$ cat src/rtl/ccp_pkg.sv
package ccp_pkg;

    // Command-select codes; the value is the code on cmd_sel
    typedef enum logic [3:0] {
        OP_EEI_SET    = 4'd0,
        OP_EEI_CLR    = 4'd1,
        OP_INT_CLR    = 4'd2,
        OP_ERR_CLR    = 4'd3,
        OP_START_SET  = 4'd4,
        OP_DONE_CLR   = 4'd5,
        OP_INT_W1C_LO = 4'd6,
        OP_INT_W1C_HI = 4'd7,
        OP_ERR_W1C_LO = 4'd8,
        OP_ERR_W1C_HI = 4'd9
    } op_e;

    localparam int DATA_W   = 8;
    localparam int FIELD_W  = 7;
    localparam int NOP_BIT  = 7;
    localparam int ALL_BIT  = 6;
    localparam int LANE_W   = 8;

endpackage

$ cat src/rtl/ccp_chan_decode.sv
module ccp_chan_decode #(
    parameter int NCH = 16
) (
    input  logic [ccp_pkg::DATA_W-1:0] cmd_byte,
    output logic [NCH-1:0]             chan_mask
);
    import ccp_pkg::*;

    logic                nop;
    logic                all_ch;
    logic [FIELD_W-1:0]  field;

    assign nop    = cmd_byte[NOP_BIT];
    assign all_ch = cmd_byte[ALL_BIT];
    assign field  = cmd_byte[FIELD_W-1:0];

    // Codes from NCH up to 63 match no channel and so act as reserved
    always_comb begin
        for (int i = 0; i < NCH; i++) begin
            chan_mask[i] = !nop && (all_ch || (field == FIELD_W'(i)));
        end
    end

    always_comb begin
        if (cmd_byte[NOP_BIT]) begin
            AST_NOP_EMPTY: assert (chan_mask == '0);
        end
    end

endmodule

$ cat src/rtl/ccp_vec_reg.sv
module ccp_vec_reg #(
    parameter int W = 16
) (
    input  logic         clk,
    input  logic         rst_n,
    input  logic [W-1:0] set_i,
    input  logic [W-1:0] clr_i,
    output logic [W-1:0] q_o
);
    logic [W-1:0] q_d, q_q;

    // Set takes priority over clear on the same bit
    always_comb begin
        q_d = (q_q & ~clr_i) | set_i;
    end

    always_ff @(posedge clk) begin
        if (!rst_n) q_q <= '0;
        else        q_q <= q_d;
    end

    assign q_o = q_q;

    AST_SET_LANDS: assert property (@(posedge clk) disable iff (!rst_n)
        (set_i != '0) |=> ((q_o & $past(set_i)) == $past(set_i)));
    AST_CLR_LANDS: assert property (@(posedge clk) disable iff (!rst_n)
        ((clr_i & ~set_i) != '0) |=> ((q_o & $past(clr_i & ~set_i)) == '0));
    AST_IDLE_HOLDS: assert property (@(posedge clk) disable iff (!rst_n)
        ((set_i == '0) && (clr_i == '0)) |=> $stable(q_o));

endmodule

$ cat src/rtl/ccp_cmd_port.sv
module ccp_cmd_port #(
    parameter int NCH = 16
) (
    input  logic           clk,
    input  logic           rst_n,
    input  logic           wr_en,
    input  logic [3:0]     cmd_sel,
    input  logic [7:0]     wr_data,
    input  logic [NCH-1:0] hw_int_set,
    input  logic [NCH-1:0] hw_err_set,
    input  logic [NCH-1:0] hw_done_set,
    input  logic [NCH-1:0] hw_start_clr,
    output logic [NCH-1:0] eei_o,
    output logic [NCH-1:0] int_o,
    output logic [NCH-1:0] err_o,
    output logic [NCH-1:0] start_o,
    output logic [NCH-1:0] done_o,
    output logic [NCH-1:0] eei_set_p,
    output logic [NCH-1:0] eei_clr_p,
    output logic [NCH-1:0] int_clr_p,
    output logic [NCH-1:0] err_clr_p,
    output logic [NCH-1:0] start_set_p,
    output logic [NCH-1:0] done_clr_p
);
    import ccp_pkg::*;

    typedef struct packed {
        logic [NCH-1:0] eei_set;
        logic [NCH-1:0] eei_clr;
        logic [NCH-1:0] int_clr;
        logic [NCH-1:0] err_clr;
        logic [NCH-1:0] start_set;
        logic [NCH-1:0] done_clr;
    } pulse_t;

    pulse_t         pls_d, pls_q;
    logic [NCH-1:0] chan_mask;
    logic [NCH-1:0] lane_lo, lane_hi;

    ccp_chan_decode #(.NCH(NCH)) u_dec (
        .cmd_byte  (wr_data),
        .chan_mask (chan_mask)
    );

    // Byte-lane masks for the write-one-to-clear codes
    for (genvar i = 0; i < NCH; i++) begin : g_lane
        if (i < LANE_W) begin : g_lo
            assign lane_lo[i] = wr_data[i % LANE_W];
            assign lane_hi[i] = 1'b0;
        end else if (i < 2 * LANE_W) begin : g_hi
            assign lane_lo[i] = 1'b0;
            assign lane_hi[i] = wr_data[i % LANE_W];
        end else begin : g_none
            assign lane_lo[i] = 1'b0;
            assign lane_hi[i] = 1'b0;
        end
    end

    always_comb begin
        pls_d = '0;
        if (wr_en) begin
            case (cmd_sel)
                OP_EEI_SET:    pls_d.eei_set   = chan_mask;
                OP_EEI_CLR:    pls_d.eei_clr   = chan_mask;
                OP_INT_CLR:    pls_d.int_clr   = chan_mask;
                OP_ERR_CLR:    pls_d.err_clr   = chan_mask;
                OP_START_SET:  pls_d.start_set = chan_mask;
                OP_DONE_CLR:   pls_d.done_clr  = chan_mask;
                OP_INT_W1C_LO: pls_d.int_clr   = lane_lo;
                OP_INT_W1C_HI: pls_d.int_clr   = lane_hi;
                OP_ERR_W1C_LO: pls_d.err_clr   = lane_lo;
                OP_ERR_W1C_HI: pls_d.err_clr   = lane_hi;
                default:       pls_d           = '0;
            endcase
        end
    end

    always_ff @(posedge clk) begin
        if (!rst_n) pls_q <= '0;
        else        pls_q <= pls_d;
    end

    ccp_vec_reg #(.W(NCH)) u_eei (
        .clk(clk), .rst_n(rst_n),
        .set_i(pls_d.eei_set), .clr_i(pls_d.eei_clr), .q_o(eei_o));
    ccp_vec_reg #(.W(NCH)) u_int (
        .clk(clk), .rst_n(rst_n),
        .set_i(hw_int_set), .clr_i(pls_d.int_clr), .q_o(int_o));
    ccp_vec_reg #(.W(NCH)) u_err (
        .clk(clk), .rst_n(rst_n),
        .set_i(hw_err_set), .clr_i(pls_d.err_clr), .q_o(err_o));
    ccp_vec_reg #(.W(NCH)) u_start (
        .clk(clk), .rst_n(rst_n),
        .set_i(pls_d.start_set), .clr_i(hw_start_clr), .q_o(start_o));
    ccp_vec_reg #(.W(NCH)) u_done (
        .clk(clk), .rst_n(rst_n),
        .set_i(hw_done_set), .clr_i(pls_d.done_clr), .q_o(done_o));

    assign eei_set_p   = pls_q.eei_set;
    assign eei_clr_p   = pls_q.eei_clr;
    assign int_clr_p   = pls_q.int_clr;
    assign err_clr_p   = pls_q.err_clr;
    assign start_set_p = pls_q.start_set;
    assign done_clr_p  = pls_q.done_clr;

    logic [NCH-1:0] any_pulse;
    assign any_pulse = eei_set_p | eei_clr_p | int_clr_p | err_clr_p
                     | start_set_p | done_clr_p;

    AST_NOP_QUIET: assert property (@(posedge clk) disable iff (!rst_n)
        (wr_en && wr_data[7] && (cmd_sel < 4'd6)) |=> (any_pulse == '0));
    AST_RSVD_QUIET: assert property (@(posedge clk) disable iff (!rst_n)
        (wr_en && !wr_data[7] && !wr_data[6] && (32'(wr_data[6:0]) >= NCH)
         && (cmd_sel < 4'd6)) |=> (any_pulse == '0));
    AST_ONE_CHANNEL: assert property (@(posedge clk) disable iff (!rst_n)
        (wr_en && !wr_data[7] && (32'(wr_data[6:0]) < NCH) && (cmd_sel < 4'd6))
        |=> $onehot(any_pulse));
    AST_SEL_UNUSED: assert property (@(posedge clk) disable iff (!rst_n)
        (wr_en && (cmd_sel > 4'd9)) |=> (any_pulse == '0));
    AST_IDLE_NO_PULSE: assert property (@(posedge clk) disable iff (!rst_n)
        !wr_en |=> (any_pulse == '0));

endmodule

$ cat config.mk
export PLATFORM = sky130hd
export DESIGN_NAME = ccp_cmd_port
export DESIGN_NICKNAME = d
export VERILOG_FILES = /design/src/rtl/ccp_pkg.sv /design/src/rtl/ccp_chan_decode.sv /design/src/rtl/ccp_vec_reg.sv /design/src/rtl/ccp_cmd_port.sv
export SDC_FILE = /design/constraint.sdc
export NUM_CORES = 1
export LEC_CHECK = 0
export BUFFER_PORTS_ARGS = -buffer_cell sky130_fd_sc_hd__buf_2
export CAP_MARGIN = 40
export CORE_AREA = 2 2 141 108
export CTS_BUF_LIST = sky130_fd_sc_hd__clkbuf_4 sky130_fd_sc_hd__clkbuf_8
export DETAILED_ROUTE_END_ITERATION = 10
export DIE_AREA = 0 0 143 110
export PLACE_DENSITY = 0.83
export RECOVER_POWER = 25
export SLEW_MARGIN = 40
export SYNTH_ARGS = -nofsm -noshare
export SYNTH_HDL_FRONTEND = slang
export SYNTH_SLANG_ARGS = --single-unit
$ cat constraint.sdc
create_clock -name clk -period 1.5 [get_ports clk]
set_clock_uncertainty 0.05 [all_clocks]
set_input_delay 0 -clock clk [delete_from_list [all_inputs] [get_ports clk]]
set_output_delay 0 -clock clk [all_outputs]
set_load 0.02 [all_outputs]
==> qor.yml, run 1 <==
tns_ns: 0
timing.final.crit_period_ns: 1.46
grt_busiest_layer: "met2"
finalHoldViolCount: 0
seq_area_frac_synth_pct: 55.4
ir_drop_v: 0.000782
yosys_warnings: 0
grt_pass1_vias: 6584
grt_pass1_wl_mm: 35.1
holdWs_ns: 0.0543
num_vias: 6952
worstSetupPathType: "primary input to register"
critPathLaunchType: "primary input"
max_slew.worst_pin.slew_ns: 0.734
min-delay-start: "rst_n"
grt_overflow_total: 0
yosys_register_bits: 176
cts_root_buffer: "clkbuf_8"
p_leak_nw: 3.88
worstSetupEndpointType: "register"
slew_headroom_pct: 51.1
syn_avg_cell_area_um2: 9.06
rsz0062_at_grt: "no"
regArea_mm2: 0.00352
drtPass1Iterations: 5
grt_use_met3_pct: 8.77
crit_start: "cmd_sel[0]"
fmax_mhz: 685
post_drt_wl_per_cell_um: 18.6
crit_fanout: 7
ant_nets: 0
dp_hpwl_mm: 15.8
die-width_um: 143
worst_slack_ns: 0.0395
fillers: 1160
antenna_found_initial: 0
synth_cells: 702
met2_usage_pct: 44.6
cts_inserted_buffers: 17
clock_latency_ns: 0.45
fp.dieH_um: 110
totalWireLength_mm: 23.7
row_count: 38
gp_congestion: 0.898
cts_sinks: 176
drv_slew: 0
synth_nets: 781
ys.flop_type: "dfxtp_1"
required_ns: 1.78
start_util_pct: 44.4
ioPinCount: 255
cts_tree: "built"
synth_edf_count: 0
status: "finished clean"
setup_violations: 0
pre_cts_ws_ns: -0.114
grt_start_max_net_pins: 72
multi_input_area_mm2: 0.00262
port_buffers: 254
groute.usage.overall_pct: 29.3
synthesis.area_mm2: 0.00636
async_reset_ff_share_pct: 0
use_met1_pct: 37.7
cp.arrival_ns: 1.74
clockBufferDepth: 2
min_path_type: "primary input to register"
area_delta_synth_final_pct: 46.2
fin_crit_sh_pct: 97.4
drc: 0
antenna_cells: 0
drive_above_1_share_pct: 27.0
clk_pin_slew_worst_paths_ns: 0.11
nets: 1142
r2r_start: "u_err.q_o[13]"
die-area_mm2: 0.0157
drt-vias-per-instance: 5.45
fp.coreArea_mm2: 0.0143
powerDensity_mw_per_mm2: 1060
max_cap_viol_count: 0
first_iter_violations: 729
ys_types: 41
htree_levels: 4
## final timing paths
path | cells after the start | slack [ns] | endpoint
max | 8 | 0.04 | u_int.q_o[2]
min | 4 | 0.05 | u_done.q_o[10]
max reg2reg | 3 | 0.66 | u_err.q_o[13]
min reg2reg | 2 | 0.45 | u_start.q_o[15]
## state kept, by name (all words and copies together), names as in the netlist
name and cells:
done_clr_p 16, eei_clr_p 16, eei_set_p 16, err_clr_p 16, int_clr_p 16, start_set_p 16, u_done.q_o 16, u_eei.q_o 16
u_err.q_o 16, u_int.q_o 16, u_start.q_o 16
## cells by family after synthesis
| group | Yosys count | synth area share [%] |
|---|---|---|
| AO/OA/AOI/OAI | 191 | 19.0 |
| flip-flops | 176 | 55.4 |
| buffers and inverters | 60 | 4.21 |
| AND/OR/NAND/NOR | 275 | 21.3 |
## metrics by stage
| stage | util (%) | cells | power [mW] | area, µm² |
|---|---|---|---|---|
| 2_1_floorplan | - | 702 | 5.68 | 6380 |
| 3_3_place_gp | 57.4 | 1173 | 6.19 | 8210 |
| 3_5_place_dp | 57.4 | 1173 | 6.22 | 8210 |
| 4_1_cts | 65.5 | 1276 | 9.82 | 9370 |
| 5_1_grt | 65.0 | 1276 | 10.2 | 9300 |
| 6_report | 65.0 | 1276 | 9.86 | 9300 |
## layer usage
metal	share of wire, %	vias up
met5	0	-
met4	4.5	0
met3	10	92
met2	44	456
met1	41	3226
li1	-	3178
## synth_stat cells (2+ instances only)
cell | number | area, µm²
a21o_1 | 2 | 15.0
a21oi_1 | 29 | 145
a31oi_1 | 7 | 43.8
a41o_1 | 4 | 40.0
and3b_1 | 2 | 17.5
buf_1 | 2 | 7.51
buf_2 | 9 | 45.0
buf_6 | 4 | 45.0
clkbuf_1 | 39 | 146
dfxtp_1 | 176 | 3520
inv_1 | 5 | 18.8
nand2_1 | 87 | 327
nand2b_1 | 4 | 25.0
nand3_1 | 3 | 15.0
nand3b_1 | 18 | 135
nand4_1 | 5 | 31.3
nor2_1 | 86 | 323
nor2b_1 | 32 | 200
nor3_1 | 17 | 85.1
nor3b_1 | 2 | 15.0
nor4_1 | 2 | 12.5
nor4b_2 | 3 | 45.0
nor4bb_1 | 3 | 30.0
o2111ai_1 | 20 | 175
o2111ai_2 | 3 | 45.0
o211ai_1 | 40 | 300
o21ai_0 | 81 | 405
o22a_1 | 2 | 17.5
or2_1 | 2 | 12.5
or2_2 | 2 | 12.5
## cells in the final DEF (no fill, tap or decap), types with 3 or more instances in the layout
master / instances
nor2_1: 86
a21oi_1: 27
clkbuf_8: 17
inv_8: 3
nand3b_1: 18
a31oi_1: 7
o21ai_0: 80
buf_2: 166
nand4_1: 5
o211ai_1: 40
a41o_1: 4
clkinv_8: 7
nor2b_1: 30
inv_1: 5
dfxtp_1: 176
nand2_1: 86
inv_6: 3
nor4b_2: 3
o2111ai_1: 17
buf_4: 71
o2111ai_2: 6
dlygate4sd3_1: 71
nand2b_1: 4
nor3_1: 17
nand3_1: 3
clkbuf_1: 87
## critical path: stages
cell	delay, ns
buf_2	0.13
dlygate4sd3_1	0.59
buf_4	0.17
nor4bb_2	0.27
buf_4	0.19
nand2_1	0.12
o2111ai_2	0.13
o211ai_1	0.14
## power by group
| part | internal, mW | switching [mW] |
|---|---|---|
| Clock | 1.46 | 2.09 |
| Sequential | 4.83 | 0.115 |
| Combinational | 0.573 | 0.800 |
## timing repair
item                                    CTS  global route
setup buffers                             0             0
endpoints found under the setup margin    0            21
hold buffers                             71             0
hold endpoints to repair                 72             0
resized for setup                         0             7
## cell type report
class	instances	area share, %
inverters	5	0.202
well taps	200	2.69
repair buffers	397	26.3
clock buffers	17	2.52
multi-input cells	466	28.1
flip-flops and latches	176	37.9
clock inverters	15	2.29
No activity file was read; power rests on OpenSTA's default activity.
==> inputs of run 2 (changes only) <==
PLACE_DENSITY = 0.8   (was 0.83)
clock period = 1.4 ns   (was 1.5 ns; I/O delays follow)
==> qor.yml, run 2 (synthesis gave the netlist of run 1 again) <==
drt-vias-per-instance: 5.24  # -3.7%
status: "finished clean"
cts_setup_buffers: 0  # unchanged
multi_input_area_mm2: 0.00264  # +0.77%
worstSetupEndpointType: "register"
dp_hpwl_mm: 15.6  # -1.4%
clk_pin_slew_worst_paths_ns: 0.10  # about the same
grt_overflow_total: 0  # unchanged
ioPinCount: 255  # unchanged
drc: 0  # unchanged
ir_drop_v: 0.000566  # -28%
groute.usage.overall_pct: 27.5  # -1.8 points
crit_fanout: 31  # +24
post_drt_wl_per_cell_um: 17.1  # -8.1%
num_vias: 6781  # -2.5%
port_buffers: 254  # unchanged
cp.arrival_ns: 1.62  # -0.12 ns
final_common_cell: "buf_2"
antenna_found_initial: 0  # unchanged
gp_congestion: 0.853  # -4.9%
clockBufferDepth: 2  # unchanged
htree_levels: 4  # unchanged
p_leak_nw: 4.04  # +4.1%
cpMostUsedCell: "dlygate4sd3_1"
r2r_slack_ns: 0.20  # -0.46 ns
cpLargestDelayFamily: "buffers and inverters"
fin_crit_sh_pct: 93.7
p_total_mw: 10.3  # +4.7%
timing.final.crit_period_ns: 1.31
start_util_pct: 44.4  # unchanged
max_slew.worst_pin.slew_ns: 0.656  # -0.0778 ns
clock_latency_ns: 0.43  # -0.02 ns
placed_cells: 1189  # +1.4%
cts_root_buffer: "clkbuf_8"
drive_above_1_share_pct: 29.8  # +2.9 points
ant_nets: 0  # unchanged
grt_pass1_wl_mm: 33.4  # -4.9%
instances_no_fill: 1293  # +1.3%
drv_slew: 0  # unchanged
cts_inserted_buffers: 17  # unchanged
grt_start_max_net_pins: 33  # -54%
cpPeakStageDelay_ns: 0.57  # -0.02 ns
fillers: 1218  # +5.0%
fp.coreArea_mm2: 0.0143  # unchanged
cp_cell_sequence: "dlygate4sd3_1, buf_6, nand3b_1, dlygate4sd3_1, o21ai_0"
row_count: 38  # unchanged
rsz0062_at_grt: "no"
final_cell_mix: "189 x buf_2, 176 x dfxtp_1, 87 x nand2_1"
fp.dieH_um: 110  # unchanged
grt_use_met3_pct: 5.57  # -3.2 points
holdWs_ns: 0.0443  # -0.00996 ns
cts_tree: "built"
drtPass1Iterations: 5  # unchanged
min_path_type: "primary input to register"
use_met1_pct: 37.8  # +0.068 points
cpMaxStageDelayCell: "dlygate4sd3_1"
powerDensity_mw_per_mm2: 1090  # +3.1%
nets: 1159  # +1.5%
required_ns: 1.71  # -0.07 ns
setup_violations: 0  # unchanged
finalHoldViolCount: 0  # unchanged
grt_busiest_layer: "met2"
area_delta_synth_final_pct: 48.4
antenna_cells: 0  # unchanged
grt_pass1_vias: 6277  # -4.7%
die-area_mm2: 0.0157  # unchanged
max_cap_viol_count: 0  # unchanged
critPathLaunchType: "primary input"
regArea_mm2: 0.00352  # unchanged
fmax_mhz: 762
first_iter_violations: 495  # -32%
met2_usage_pct: 43.6  # -1.1 points
totalWireLength_mm: 22.1  # -6.9%
worstSetupPathType: "primary input to register"
cts_sinks: 176  # unchanged
die-width_um: 143  # unchanged
slew_headroom_pct: 56.3  # +5.2 points
cp_num_buf_inv: 3  # -1
-- run 2: cell types whose count changed in the layout (fill, tap and decap cells not counted), moves of 2 or more --
| cell | delta |
|---|---|
| clkbuf_2 | +3 |
| a21oi_1 | +2 |
| clkinv_8 | -2 |
| o2111ai_1 | -6 |
| o2111ai_2 | +6 |
| clkbuf_4 | +2 |
| buf_2 | +23 |
| buf_4 | +5 |
| clkbuf_1 | -19 |
-- run 2: final cells by class --
cell class	instances	share of cell area, %
clock buffers	18	2.63
clock inverters	14	1.76
inverters	5	0.199
multi-input cells	466	27.9
flip-flops and latches	176	37.3
well taps	200	2.65
repair buffers	414	27.5
-- run 2: timing repair --
item / 4_1_cts / 5_1_grt
hold endpoints to repair: 68 / 0
hold buffers: 72 / 0
gates resized for setup: 0 / 1
setup endpoints to repair: 0 / 1
-- run 2: per-layer routing --
metal  share of wire [%]  up-vias
li1                    -     3214
met1                  45     3197
met2                  45      325
met3                 7.7       45
met4                 2.0        0
met5                   0        -
-- run 2: report_power, final --
| part | internal [mW] | leakage [nW] | switching (mW) |
|---|---|---|---|
| clock | 1.41 | 0.204 | 2.15 |
| sequential | 5.17 | 1.43 | 0.126 |
| combinational | 0.642 | 2.40 | 0.830 |
-- run 2: worst reg2reg max path: stages, from the launching register on --
cell and delay [ns]:
dfxtp_1 0.33, nand3b_1 0.08, dlygate4sd3_1 0.54, o21ai_0 0.07
-- run 2: path summary, 6_finish.rpt --
| check | startpoint | endpoint | depth (start not counted) |
|---|---|---|---|
| worst min-delay path | wr_data[7] | int_clr_p[7] | 5 |
| worst max register to register | u_start.q_o[14] | u_start.q_o[14] | 3 |
| worst min register to register | u_start.q_o[12] | u_start.q_o[12] | 2 |
| worst max-delay path | rst_n | u_start.q_o[14] | 5 |
-- run 2: through the flow --
stage / utilization, % / setup WS, ns / setup TNS, ns / area (µm²)
after floorplan: - / -0.0883 / -1.80 / 6450
after detailed placement: 58.8 / -0.314 / -19.35 / 8410
after CTS: 66.7 / 0.0960 / 0 / 9540
final: 65.9 / 0.0881 / 0 / 9440
after global routing: 65.9 / 0.0512 / 0 / 9440
after global placement: 58.8 / -0.282 / -15.13 / 8410
==> inputs of run 3 (changes only) <==
CORE_AREA = 2 2 134 103   (was 2 2 141 108)
DIE_AREA = 0 0 136 105   (was 0 0 143 110)
HOLD_SLACK_MARGIN = 0.15   (was not set)
PLACE_DENSITY = 0.87   (was 0.8)
==> qor.yml, run 3 (synthesis gave the netlist of run 1 again) <==
num_vias: 7734  # +14%
timing.rr.end: "u_err.q_o[15]"
cts_root_buffer: "clkbuf_8"
first_iter_violations: 779  # +57%
path_depth: 5  # unchanged
grt_pass1_vias: 7424  # +18%
cpLargestDelayFamily: "buffers and inverters"
worstSetupEndpointType: "register"
crit_fanout: 16  # -48%
row_count: 36  # -5.3%
cpMostUsedCell: "buf_4"
instances_no_fill: 1330  # +2.9%
gp_congestion: 0.939  # +10%
final_common_cell: "buf_2"
drv_slew: 0  # unchanged
max_slew.worst_pin.slew_ns: 0.760  # +0.104 ns
grt_pass1_wl_mm: 39.6  # +19%
pre_cts_ws_ns: -0.183  # +0.132 ns
clockBufferDepth: 2  # unchanged
required_ns: 1.67  # -0.04 ns
max_cap_viol_count: 0  # unchanged
antenna_cells: 0  # unchanged
cpPeakStageDelay_ns: 0.75  # +0.18 ns
critPathCapture: "u_err.q_o[6]"
min_path_type: "primary input to register"
fin_crit_sh_pct: 106  # +12 points
cpMaxStageDelayCell: "dlygate4sd3_1"
status: "finished, violations left"
die-width_um: 136  # -4.9%
p_leak_nw: 4.73  # +17%
cts_sinks: 176  # unchanged
worst_slack_ns: -0.0817  # -0.170 ns
clock_latency_ns: 0.47  # +0.04 ns
placed_cells: 1157  # -2.7%
clk_pin_slew_worst_paths_ns: 0.10  # about the same
ant_nets: 0  # unchanged
grt_overflow_total: 0  # unchanged
port_buffers: 254  # unchanged
crit_start: "rst_n"
antenna_found_initial: 0  # unchanged
setup_violations: 7  # +7
grt_start_max_net_pins: 36  # +9.1%
tns_ns: -0.266  # -0.266 ns
htree_levels: 4  # unchanged
drive_above_1_share_pct: 36.2  # +6.3 points
p_total_mw: 10.7  # +3.3%
fp.dieH_um: 105  # -4.5%
start_util_pct: 49.4  # +4.9 points
drc: 0  # unchanged
final_util_pct: 80.4  # +14 points
timing.final.crit_period_ns: 1.48  # +0.170 ns
final_cell_mix: "251 x buf_2, 175 x dfxtp_1, 128 x dlygate4sd3_1"
drt-vias-per-instance: 5.82  # +11%
slew_headroom_pct: 49.1  # -7.2 points
cp.arrival_ns: 1.76  # +0.14 ns
fp.coreArea_mm2: 0.0129  # -10%
nets: 1225  # +5.7%
critPathLaunchType: "primary input"
rsz0062_at_grt: "yes"
cts_tree: "built"
cts_inserted_buffers: 17  # unchanged
fmax_mhz: 675  # -11%
ioPinCount: 255  # unchanged
r2r_slack_ns: -0.01  # -0.21 ns
dp_hpwl_mm: 15.6  # +0.32%
totalWireLength_mm: 27.6  # +25%
fillers: 764  # -37%
cp_num_buf_inv: 3  # unchanged
stdcell_area_mm2: 0.0104  # +9.7%
powerDensity_mw_per_mm2: 1030  # -5.8%
ir_drop_v: 0.000785  # +39%
die-area_mm2: 0.0143  # -9.2%
r2r_cells: 3  # unchanged
violations: "negative setup slack"
r2r_start: "u_err.q_o[15]"
placed_area_mm2: 0.00839  # -0.25%
worstSetupPathType: "primary input to register"
drtPass1Iterations: 7  # +2
groute.usage.overall_pct: 36.2  # +8.8 points
post_drt_wl_per_cell_um: 20.7  # +21%
area_delta_synth_final_pct: 62.8
finalHoldViolCount: 0  # unchanged
holdWs_ns: 0.0650  # +0.0207 ns
cp_cell_sequence: "buf_4, buf_4, dlygate4sd3_1, o21ai_0, a31oi_1"
==> run 3: worst min-delay path by stage <==
stage             startpoint             end  cells after the start
2_1_floorplan  hw_int_set[0]    u_int.q_o[0]                      2
3_3_place_gp   hw_int_set[7]    u_int.q_o[7]                      3
3_5_place_dp   hw_int_set[9]    u_int.q_o[9]                      3
4_1_cts                rst_n   u_err.q_o[15]                      3
5_1_grt                wr_en  start_set_p[8]                      4
6_report               wr_en  start_set_p[8]                      4
==> run 3: area by class of cell <==
cell class | instances | area [µm²] | share of cell area, %
clock inverter | 13 | 148 | 1.43
multi-input combinational | 466 | 2750 | 26.5
tap | 171 | 214 | 2.07
sequential | 176 | 3520 | 34.0
timing repair buffer | 480 | 3440 | 33.2
clock buffer | 19 | 262 | 2.53
inverter | 5 | 18.8 | 0.181
==> run 3: worst reg2reg max path, cell delays in order, from the launching register on <==
cell and delay [ns]:
dfxtp_1 0.40, nand2_1 0.09, dlygate4sd3_1 0.59, o211ai_1 0.20
==> run 3: timing repair <==
action                     in CTS  in global routing
setup buffers                   0                  7
hold endpoints to repair      171                 18
setup endpoints to repair       0                 42
hold buffers                  131                  5
gates resized for setup         0                 42
==> run 3: where the power goes <==
part           internal, mW  switching, mW
Clock                  1.58           2.07
Sequential             5.17          0.137
Combinational         0.753          0.956
==> run 3: metal layers <==
| metal | up-vias | share of wire, % | global-route usage (%) |
|---|---|---|---|
| li1 | 3355 | - | - |
| met1 | 3579 | 38 | 43.6 |
| met2 | 633 | 45 | 58.8 |
| met3 | 167 | 12 | 11.8 |
| met4 | 0 | 5.6 | 16.3 |
| met5 | - | 0 | 0 |
